===== config.mk =====
export PLATFORM = sky130hd
export DESIGN_NAME = dual_prescaled_timer
export DESIGN_NICKNAME = d
export VERILOG_FILES = /design/src/rtl/dpt_pkg.sv /design/src/rtl/dpt_input_cond.sv /design/src/rtl/dpt_channel.sv /design/src/rtl/dpt_out_sel.sv /design/src/rtl/dual_prescaled_timer.sv
export SDC_FILE = /design/constraint.sdc
export NUM_CORES = 1
export LEC_CHECK = 0
export ABC_AREA = 1
export BUFFER_PORTS_ARGS = -buffer_cell sky130_fd_sc_hd__buf_2
export CAP_MARGIN = 20
export CORE_MARGIN = 5
export CORE_UTILIZATION = 59
export DETAILED_ROUTE_END_ITERATION = 16
export GPL_ROUTABILITY_DRIVEN = 0
export PLACE_DENSITY = 0.84
export SLEW_MARGIN = 20
export SYNTH_ARGS = -nofsm -noshare
export SYNTH_HDL_FRONTEND = slang
export SYNTH_SLANG_ARGS = --single-unit

===== constraint.sdc =====
create_clock -name clk -period 2.1 [get_ports clk]
set_input_delay 0.315 -clock clk [delete_from_list [all_inputs] [get_ports clk]]
set_output_delay 0.315 -clock clk [all_outputs]
set_load 0.02 [all_outputs]

===== src/rtl/dpt_pkg.sv =====
package dpt_pkg;

  typedef enum logic [1:0] {
    EXT_CLOCK     = 2'b00,
    EXT_GATE      = 2'b01,
    EXT_TRIG_ONCE = 2'b10,
    EXT_TRIG_RE   = 2'b11
  } ext_mode_e;

  typedef enum logic [1:0] {
    OUT_OFF  = 2'b00,
    OUT_T0   = 2'b01,
    OUT_T1   = 2'b10,
    OUT_TICK = 2'b11
  } out_sel_e;

  typedef enum logic [2:0] {
    REG_T0_INIT = 3'd0,
    REG_T1_INIT = 3'd1,
    REG_T0_PRE  = 3'd2,
    REG_T1_PRE  = 3'd3,
    REG_CTRL    = 3'd4,
    REG_CHAIN   = 3'd5
  } reg_addr_e;

  // Number of steps a W-bit field stands for: zero encodes 2**W.
  function automatic int unsigned span(input int unsigned v, input int unsigned w);
    return (v == 0) ? (32'd1 << w) : v;
  endfunction

endpackage


===== src/rtl/dpt_input_cond.sv =====
module dpt_input_cond #(
  parameter int SYNC_N = 2,
  parameter int DIV_W  = 2
)(
  input  logic clk,
  input  logic rst_n,
  input  logic ext_i,
  output logic ext_lvl_o,
  output logic ext_rise_o,
  output logic tick_o
);

  logic [SYNC_N-1:0] sync_q;
  logic              lvl_d_q;

  always_ff @(posedge clk or negedge rst_n) begin
    if (!rst_n) begin
      sync_q  <= '0;
      lvl_d_q <= 1'b0;
    end else begin
      sync_q  <= {sync_q[SYNC_N-2:0], ext_i};
      lvl_d_q <= sync_q[SYNC_N-1];
    end
  end

  assign ext_lvl_o  = sync_q[SYNC_N-1];
  assign ext_rise_o = sync_q[SYNC_N-1] & ~lvl_d_q;

  // Internal time base: one tick every 2**DIV_W clocks.
  generate
    if (DIV_W == 0) begin : g_nodiv
      assign tick_o = 1'b1;
    end else begin : g_div
      logic [DIV_W-1:0] div_q;
      always_ff @(posedge clk or negedge rst_n) begin
        if (!rst_n) div_q <= '0;
        else        div_q <= div_q + 1'b1;
      end
      assign tick_o = &div_q;

      assert_tick_gap_R11: assert property (@(posedge clk) disable iff (!rst_n)
        tick_o |=> !tick_o);
    end
  endgenerate

  assert_edge_single_R6: assert property (@(posedge clk) disable iff (!rst_n)
    ext_rise_o |=> !ext_rise_o);

endmodule


===== src/rtl/dpt_channel.sv =====
module dpt_channel import dpt_pkg::*; #(
  parameter int CNT_W = 8,
  parameter int PRE_W = 6
)(
  input  logic             clk,
  input  logic             rst_n,
  input  logic             tick_i,
  input  logic             load_i,
  input  logic             en_i,
  input  logic             reload_i,
  input  logic [CNT_W-1:0] init_cnt_i,
  input  logic [PRE_W-1:0] init_pre_i,
  output logic [CNT_W-1:0] cnt_o,
  output logic             active_o,
  output logic             eoc_o
);

  localparam logic [CNT_W-1:0] CNT_ONE = CNT_W'(1);
  localparam logic [PRE_W-1:0] PRE_ONE = PRE_W'(1);

  logic [CNT_W-1:0] cnt_q;
  logic [PRE_W-1:0] pre_q;
  logic             act_q;
  logic             adv;
  logic             pre_wrap;

  assign adv      = tick_i & en_i & act_q & ~load_i;
  assign pre_wrap = adv & (pre_q == PRE_ONE);
  assign eoc_o    = pre_wrap & (cnt_q == CNT_ONE);

  always_ff @(posedge clk or negedge rst_n) begin
    if (!rst_n) begin
      cnt_q <= '0;
      pre_q <= '0;
      act_q <= 1'b0;
    end else if (load_i) begin
      cnt_q <= init_cnt_i;
      pre_q <= init_pre_i;
      act_q <= 1'b1;
    end else if (pre_wrap) begin
      pre_q <= init_pre_i;
      if (eoc_o && reload_i) begin
        cnt_q <= init_cnt_i;
      end else begin
        cnt_q <= cnt_q - 1'b1;
        if (eoc_o) act_q <= 1'b0;
      end
    end else if (adv) begin
      pre_q <= pre_q - 1'b1;
    end
  end

  assign cnt_o    = cnt_q;
  assign active_o = act_q;

  assert_presc_hold_R1: assert property (@(posedge clk) disable iff (!rst_n)
    (adv && pre_q != PRE_ONE) |=> $stable(cnt_q));

  assert_reload_R3: assert property (@(posedge clk) disable iff (!rst_n)
    (eoc_o && reload_i) |=> (cnt_q == $past(init_cnt_i)) && act_q);

  assert_stop_R4: assert property (@(posedge clk) disable iff (!rst_n)
    (eoc_o && !reload_i) |=> (!act_q && cnt_q == '0));

  assert_freeze_R5: assert property (@(posedge clk) disable iff (!rst_n)
    (!en_i && !load_i) |=> ($stable(cnt_q) && $stable(pre_q)));

  assert_load_R5: assert property (@(posedge clk) disable iff (!rst_n)
    load_i |=> (act_q && span(32'(cnt_q), CNT_W) == span(32'($past(init_cnt_i)), CNT_W)));

endmodule


===== src/rtl/dpt_out_sel.sv =====
module dpt_out_sel import dpt_pkg::*; (
  input  logic     clk,
  input  logic     rst_n,
  input  out_sel_e sel_i,
  input  logic     eoc0_i,
  input  logic     eoc1_i,
  input  logic     tick_i,
  output logic     tout_o
);

  logic tog_q;
  logic evt;

  always_comb begin
    case (sel_i)
      OUT_T0:   evt = eoc0_i;
      OUT_T1:   evt = eoc1_i;
      OUT_TICK: evt = tick_i;
      default:  evt = 1'b0;
    endcase
  end

  always_ff @(posedge clk or negedge rst_n) begin
    if (!rst_n)                tog_q <= 1'b0;
    else if (sel_i == OUT_OFF) tog_q <= 1'b0;
    else if (evt)              tog_q <= ~tog_q;
  end

  assign tout_o = tog_q;

  assert_tout_off_R11: assert property (@(posedge clk) disable iff (!rst_n)
    (sel_i == OUT_OFF) |=> !tout_o);

endmodule


===== src/rtl/dual_prescaled_timer.sv =====
module dual_prescaled_timer import dpt_pkg::*; #(
  parameter int CNT_W  = 8,
  parameter int PRE_W  = 6,
  parameter int DIV_W  = 2,
  parameter int SYNC_N = 2,
  parameter int DATA_W = 8
)(
  input  logic              clk,
  input  logic              rst_n,
  input  logic              wr_en,
  input  logic [2:0]        wr_addr,
  input  logic [DATA_W-1:0] wr_data,
  input  logic              ext_in,
  output logic [CNT_W-1:0]  count0,
  output logic [CNT_W-1:0]  count1,
  output logic              irq0,
  output logic              irq1,
  output logic              tout
);

  localparam int RL_BIT  = PRE_W;
  localparam int SRC_BIT = PRE_W + 1;

  logic [CNT_W-1:0] init0_q, init1_q;
  logic [PRE_W-1:0] pre0_q, pre1_q;
  logic             rl0_q, rl1_q, src_int_q, chain_q, en0_q, en1_q;
  ext_mode_e        mode_q;
  out_sel_e         osel_q;

  logic wr_ctrl, load0, load1, trig_mode, trig_load;
  logic tick_int, ext_lvl, ext_rise;
  logic tick1, eoc0, eoc1, act0, act1;
  logic irq0_q, irq1_q;

  assign wr_ctrl = wr_en && (wr_addr == REG_CTRL);

  always_ff @(posedge clk or negedge rst_n) begin
    if (!rst_n) begin
      init0_q   <= '0;
      init1_q   <= '0;
      pre0_q    <= '0;
      pre1_q    <= '0;
      rl0_q     <= 1'b0;
      rl1_q     <= 1'b0;
      src_int_q <= 1'b0;
      chain_q   <= 1'b0;
      en0_q     <= 1'b0;
      en1_q     <= 1'b0;
      mode_q    <= EXT_CLOCK;
      osel_q    <= OUT_OFF;
    end else if (wr_en) begin
      case (wr_addr)
        REG_T0_INIT: init0_q <= wr_data[CNT_W-1:0];
        REG_T1_INIT: init1_q <= wr_data[CNT_W-1:0];
        REG_T0_PRE: begin
          pre0_q <= wr_data[PRE_W-1:0];
          rl0_q  <= wr_data[RL_BIT];
        end
        REG_T1_PRE: begin
          pre1_q    <= wr_data[PRE_W-1:0];
          rl1_q     <= wr_data[RL_BIT];
          src_int_q <= wr_data[SRC_BIT];
        end
        REG_CTRL: begin
          en0_q  <= wr_data[1];
          en1_q  <= wr_data[3];
          mode_q <= ext_mode_e'(wr_data[5:4]);
          osel_q <= out_sel_e'(wr_data[7:6]);
        end
        REG_CHAIN: chain_q <= wr_data[0];
        default: ;
      endcase
    end
  end

  dpt_input_cond #(.SYNC_N(SYNC_N), .DIV_W(DIV_W)) u_cond (
    .clk(clk), .rst_n(rst_n), .ext_i(ext_in),
    .ext_lvl_o(ext_lvl), .ext_rise_o(ext_rise), .tick_o(tick_int)
  );

  // Timer 1 source selection; chaining overrides everything else.
  always_comb begin
    trig_mode = 1'b0;
    if (chain_q)        tick1 = eoc0;
    else if (src_int_q) tick1 = tick_int;
    else begin
      case (mode_q)
        EXT_CLOCK: tick1 = ext_rise;
        EXT_GATE:  tick1 = tick_int & ext_lvl;
        default: begin
          tick1     = tick_int;
          trig_mode = 1'b1;
        end
      endcase
    end
  end

  assign trig_load = trig_mode & ext_rise & ((mode_q == EXT_TRIG_RE) | ~act1);
  assign load0     = wr_ctrl & wr_data[0];
  assign load1     = (wr_ctrl & wr_data[2]) | trig_load;

  dpt_channel #(.CNT_W(CNT_W), .PRE_W(PRE_W)) u_t0 (
    .clk(clk), .rst_n(rst_n), .tick_i(tick_int), .load_i(load0), .en_i(en0_q),
    .reload_i(rl0_q), .init_cnt_i(init0_q), .init_pre_i(pre0_q),
    .cnt_o(count0), .active_o(act0), .eoc_o(eoc0)
  );

  dpt_channel #(.CNT_W(CNT_W), .PRE_W(PRE_W)) u_t1 (
    .clk(clk), .rst_n(rst_n), .tick_i(tick1), .load_i(load1), .en_i(en1_q),
    .reload_i(rl1_q), .init_cnt_i(init1_q), .init_pre_i(pre1_q),
    .cnt_o(count1), .active_o(act1), .eoc_o(eoc1)
  );

  dpt_out_sel u_out (
    .clk(clk), .rst_n(rst_n), .sel_i(osel_q), .eoc0_i(eoc0), .eoc1_i(eoc1),
    .tick_i(tick_int), .tout_o(tout)
  );

  always_ff @(posedge clk or negedge rst_n) begin
    if (!rst_n) begin
      irq0_q <= 1'b0;
      irq1_q <= 1'b0;
    end else begin
      irq0_q <= eoc0;
      irq1_q <= eoc1;
    end
  end

  assign irq0 = irq0_q;
  assign irq1 = irq1_q;

  assert_irq0_pulse_R12: assert property (@(posedge clk) disable iff (!rst_n)
    irq0 |=> !irq0);
  assert_irq1_pulse_R12: assert property (@(posedge clk) disable iff (!rst_n)
    irq1 |=> !irq1);
  assert_idle0_quiet_R4: assert property (@(posedge clk) disable iff (!rst_n)
    !act0 |=> !irq0);
  assert_idle1_quiet_R4: assert property (@(posedge clk) disable iff (!rst_n)
    !act1 |=> !irq1);
  assert_once_ignore_R8: assert property (@(posedge clk) disable iff (!rst_n)
    (trig_mode && mode_q == EXT_TRIG_ONCE && act1 && ext_rise && !wr_ctrl && en1_q && !tick1)
      |=> $stable(count1));

endmodule


==> results.md <==
- The number of placement rows is 29.
- For this design, the sink count on the clock tree is 76.
- The clock-pin slew reported for the worst setup and hold paths after clock tree synthesis is 80 ps.
- A synthesized cell averages 8.17 sq um.
- The final max-slew violation count was 0.
- The signal arrival time at the worst endpoint is 2270 ps.
- The worst register-to-register path begins at u_t0.cnt_o[1].
- The tightest slew margin relative to the limit is 63.9%.
- The switching power is 2.07 mW.
- The type of element launching the critical path is a register.
- The filler cell count is 477.
- The sequential power share is 41.7%.
- The leakage power of the design is 2.23 nW.
- The synthesized design contains 76 register bits.
- The routed length on met1 is 3.76 mm.
- The sequential cell area fraction in the yosys report is 50.3%.
- The flow ran to the end, and the final reports show no timing, DRC or antenna violations.
- The number of cells produced by synthesis is 463.
- The clock tree from TritonCTS is yes.
- The critical path starts at u_t0.cnt_o[1].
- The insertion delay to the later sink of the worst-skew pair is 350 ps.
- The width of the die is 90.1 um.
- VDD sags by at most 735 uV.
- Counting tap cells, the placed design contains a total of 569 instances.
- Dividing total power by cell area gives a power density of 1240 nW/um^2.
- The number of nets produced by synthesis is 487.
- The setup TNS is 0 ps.
- The cell at the root of the clock tree is sky130_fd_sc_hd__clkbuf_8.
- In this run, distinct cell masters in the synthesized netlist total 30.
- The total clock buffers created by CTS is 9.
- The number of synthesis warnings is 0.
- The count of endpoints failing hold in the final timing report was 0.
- The detailed-placement wirelength estimate is 6.06 mm.
- The largest net degree at the start of global routing is 42.
- Cells fill 69.4% of the core in the end.
- The die covers 8110 sq um.
- The placeable core region is 6280 sq um.
- The largest fanout on the critical path is 7.
- The category of the critical setup timing path is register to register.
- The worst hold slack across all endpoints is 69.8 ps.
- The achievable clock frequency is 503 MHz.
- The quantity of I/O buffers inserted on ports is 33.
- The part of the cycle the worst path needs is 94.7%.
- The share of final-layout standard cells stronger than drive strength 1 is 15.5%.
- The final cell count without fillers is 588.
- Across the run, the number of max-cap violations was 0.
- In this run the deepest clock path goes through 2 buffers.
- The sequential cell area is 1900 sq um.
- By area the synthesized netlist is led by sky130_fd_sc_hd__dfrtp_1, sky130_fd_sc_hd__nand2_1, sky130_fd_sc_hd__o21ai_0, sky130_fd_sc_hd__nand3_1, sky130_fd_sc_hd__inv_1.
- The required time of the worst setup path is 2390 ps.
- Detailed routing inserted a total of 3280 vias.
- The type of destination of the critical path is a register.
- Setup violations remaining at the end of the flow were counted as 0.
- The number of antenna violations at the first check in global routing is 0.
- During I/O placement, the number of pins put on the boundary was 34.
- The count of antenna-violating nets left after detailed routing is 0.
- The highest metal layer carrying signal wires in the routed design is met4.
- The vertical die dimension is 90.1 um.
- The global routing usage summed across all routing layers is 22.2%.
- From synthesis to final layout, the design area changed by 15.1%.
- The combined area of the multi-input logic cells is 1640 sq um.
- The number of nets in the final layout is 531.
- The portion of total power attributed to the clock network is 23.0%.
- The post-synthesis instance area is 3780 sq um.
- The launch instance of the worst min-delay path is ext_in.
- The via count of the first global-routing pass is 3152.
- The first TritonRoute pass finished after 5 iterations.
- The number of antenna diodes in the final layout is 0.
- The logic gate share of total power is 35.3%.
- The internal power component is 3.34 mW.
- The top-area cell type share of the netlist area is 50.3%.
- After detailed routing, the number of vias per cell comes to 5.58.
- In the final routed layout, each cell accounts on average for 14.8 um.
- The biggest area contributor in the post-synthesis netlist is sky130_fd_sc_hd__dfrtp_1.
- The initial utilization of the core area, before any placement, comes to 60.3%.
- After detailed routing, the number of remaining DRC violations is 0.
- Wire segments on met3 add up to 444 um in the final route.
- Wire segments on met2 add up to 4.26 mm in the final route.
- The clock arrives with 6.67 ps of skew.
- In this run the number of H-tree levels came out at 3.
- The total congestion overflow is 0.
- At the pin with the least slew margin, the transition time is 539 ps.
- The wire length of the first global-routing pass is 14.7 mm.
- The path class of the tightest hold or removal check is input pin to register.
- Wires add up to 8.69 mm.
- In this run switching power makes up 38.3% of total power.
- The clock period could shrink to 1990 ps.
- In this run, the number of DRC markers left after iteration 0 of detailed routing was 282.
[sequential cells by signal, indices dropped and copies added, names as in the netlist]
| signal | cells |
|---|---|
| init0_q | 8 |
| init1_q | 8 |
| u_t0.cnt_o | 8 |
| u_t1.cnt_o | 8 |
| pre0_q | 6 |
| pre1_q | 6 |
| u_t0.pre_q | 6 |
| u_t1.pre_q | 6 |
| mode_q | 2 |
| osel_q | 2 |
| u_cond.g_div.div_q | 2 |
| u_cond.sync_q | 2 |
| chain_q | 1 |
| en0_q | 1 |
| en1_q | 1 |
| irq0 | 1 |
| irq1 | 1 |
| rl0_q | 1 |
| rl1_q | 1 |
| src_int_q | 1 |
| u_cond.lvl_d_q | 1 |
| u_out.tout_o | 1 |
| u_t0.active_o | 1 |
| u_t1.active_o | 1 |
[power groups by stage]
stage          sequential, mW  clock [mW]  combinational, mW
2_1_floorplan            2.37           0               1.18
3_3_place_gp             2.25           0               1.77
3_5_place_dp             2.27           0               1.84
4_1_cts                  2.25        1.26               1.87
5_1_grt                  2.32        1.32               2.15
6_report                 2.26        1.24               1.91
[synth_stat cells]
library cell	number
sky130_fd_sc_hd__clkbuf_1	6
sky130_fd_sc_hd__nor2_2	5
sky130_fd_sc_hd__nor3_1	3
sky130_fd_sc_hd__nand2_2	3
sky130_fd_sc_hd__nand2_4	1
sky130_fd_sc_hd__nand4_4	1
sky130_fd_sc_hd__nor3_4	1
sky130_fd_sc_hd__o31ai_1	1
sky130_fd_sc_hd__nand3_1	44
sky130_fd_sc_hd__a21oi_1	8
sky130_fd_sc_hd__dfrtp_1	76
sky130_fd_sc_hd__nor2_1	31
sky130_fd_sc_hd__nand3b_1	2
sky130_fd_sc_hd__xor2_1	9
sky130_fd_sc_hd__nand4_1	2
sky130_fd_sc_hd__xnor2_1	5
sky130_fd_sc_hd__o21ai_0	59
sky130_fd_sc_hd__nand2_1	122
sky130_fd_sc_hd__o211ai_1	7
sky130_fd_sc_hd__o22ai_1	1
sky130_fd_sc_hd__a31oi_1	2
sky130_fd_sc_hd__o21ai_1	1
sky130_fd_sc_hd__a32oi_1	1
sky130_fd_sc_hd__inv_1	51
sky130_fd_sc_hd__buf_6	1
sky130_fd_sc_hd__nand3_2	1
sky130_fd_sc_hd__buf_2	5
sky130_fd_sc_hd__ha_1	9
sky130_fd_sc_hd__buf_4	1
sky130_fd_sc_hd__inv_2	4
[final timing paths]
kind                                          to  slack (ps)  cells past startpoint
worst max-delay path               u_t1.pre_q[1]         110                     14
worst min-delay path            u_cond.sync_q[0]          70                      1
worst max register to register     u_t1.pre_q[1]         110                     14
worst min register to register  u_cond.sync_q[1]         360                      0
max in group asynchronous          u_t0.pre_q[5]        1030                      3
min in group asynchronous          u_t0.cnt_o[3]         490                      2
[through the flow]
| step | cell area, sq um | worst slack, ps | total power, mW |
|---|---|---|---|
| after global routing | 4350 | -23.3 | 5.79 |
| final | 4350 | 112 | 5.41 |
| after floorplan | 3780 | 242 | 3.55 |
| after global placement | 4060 | 119 | 4.02 |
| after CTS | 4300 | 18.4 | 5.39 |
| after detailed placement | 4060 | 60.1 | 4.11 |
[logic make-up after synthesis]
family / Yosys count / share of synthesized area, %
flip-flops: 76 / 50.3
XOR/XNOR: 14 / 3.24
adder cells (fa/ha/maj): 9 / 2.98
buffers and inverters: 68 / 7.21
AND/OR/NAND/NOR: 216 / 25.0
AO/OA/AOI/OAI: 80 / 11.3
[area by class of cell]
class	count	area share [%]
multi-input cells	319	37.6
well taps	77	2.21
clock buffers	12	3.56
repair buffers	46	6.52
flip-flops and latches	76	43.7
inverters	55	4.86
clock inverters	3	1.58
[critical path, cell delays in order, from the launching register on]
cell	delay, ps
sky130_fd_sc_hd__dfrtp_1	400
sky130_fd_sc_hd__inv_2	90
sky130_fd_sc_hd__ha_1	150
sky130_fd_sc_hd__nand2_1	70
sky130_fd_sc_hd__nor2_2	150
sky130_fd_sc_hd__nand2_1	100
sky130_fd_sc_hd__nor2_4	120
sky130_fd_sc_hd__nor2_2	60
sky130_fd_sc_hd__nor2_4	160
sky130_fd_sc_hd__buf_4	140
sky130_fd_sc_hd__buf_4	150
sky130_fd_sc_hd__inv_1	60
sky130_fd_sc_hd__nor2_1	100
sky130_fd_sc_hd__nand2_1	70
sky130_fd_sc_hd__nand3_1	80
[layout by cell type (no fill, tap or decap)]
cell,count
sky130_fd_sc_hd__nand2_1,122
sky130_fd_sc_hd__inv_2,3
sky130_fd_sc_hd__buf_2,32
sky130_fd_sc_hd__o31ai_1,1
sky130_fd_sc_hd__o21ai_0,59
sky130_fd_sc_hd__ha_1,9
sky130_fd_sc_hd__xnor2_1,5
sky130_fd_sc_hd__bufinv_16,2
sky130_fd_sc_hd__nand3b_1,2
sky130_fd_sc_hd__nand3_2,1
sky130_fd_sc_hd__buf_4,11
sky130_fd_sc_hd__o22ai_1,1
sky130_fd_sc_hd__clkbuf_8,11
sky130_fd_sc_hd__xor2_1,9
sky130_fd_sc_hd__inv_1,50
sky130_fd_sc_hd__a21oi_1,8
sky130_fd_sc_hd__buf_6,1
sky130_fd_sc_hd__clkbuf_1,1
sky130_fd_sc_hd__a31oi_1,2
sky130_fd_sc_hd__o21ai_1,1
sky130_fd_sc_hd__nand2_4,2
sky130_fd_sc_hd__nand4_4,1
sky130_fd_sc_hd__dlygate4sd3_1,1
sky130_fd_sc_hd__nand3_1,44
sky130_fd_sc_hd__nor2_2,5
sky130_fd_sc_hd__o211ai_1,7
sky130_fd_sc_hd__inv_4,2
sky130_fd_sc_hd__buf_12,1
sky130_fd_sc_hd__nor2_4,3
sky130_fd_sc_hd__nor2_1,28
sky130_fd_sc_hd__nand4_1,2
sky130_fd_sc_hd__inv_6,1
sky130_fd_sc_hd__nor3_4,1
sky130_fd_sc_hd__dfrtp_1,76
sky130_fd_sc_hd__nor3_1,3
sky130_fd_sc_hd__a32oi_1,1
sky130_fd_sc_hd__nand2_2,2
[per-layer routing]
metal,GRT usage (%),up-vias
met5,0,-
met1,28.6,1553
met4,9.68,0
met2,35.7,115
met3,5.34,29
li1,-,1583
[timing repair]
item                                    in CTS  in global routing
hold buffers                                 1                  0
hold endpoints to repair                    35                  0
buffers inserted                             0                  3
gates resized for setup                      0                 12
endpoints found under the setup margin       0                 18
No activity file was read; power rests on OpenSTA's default activity.
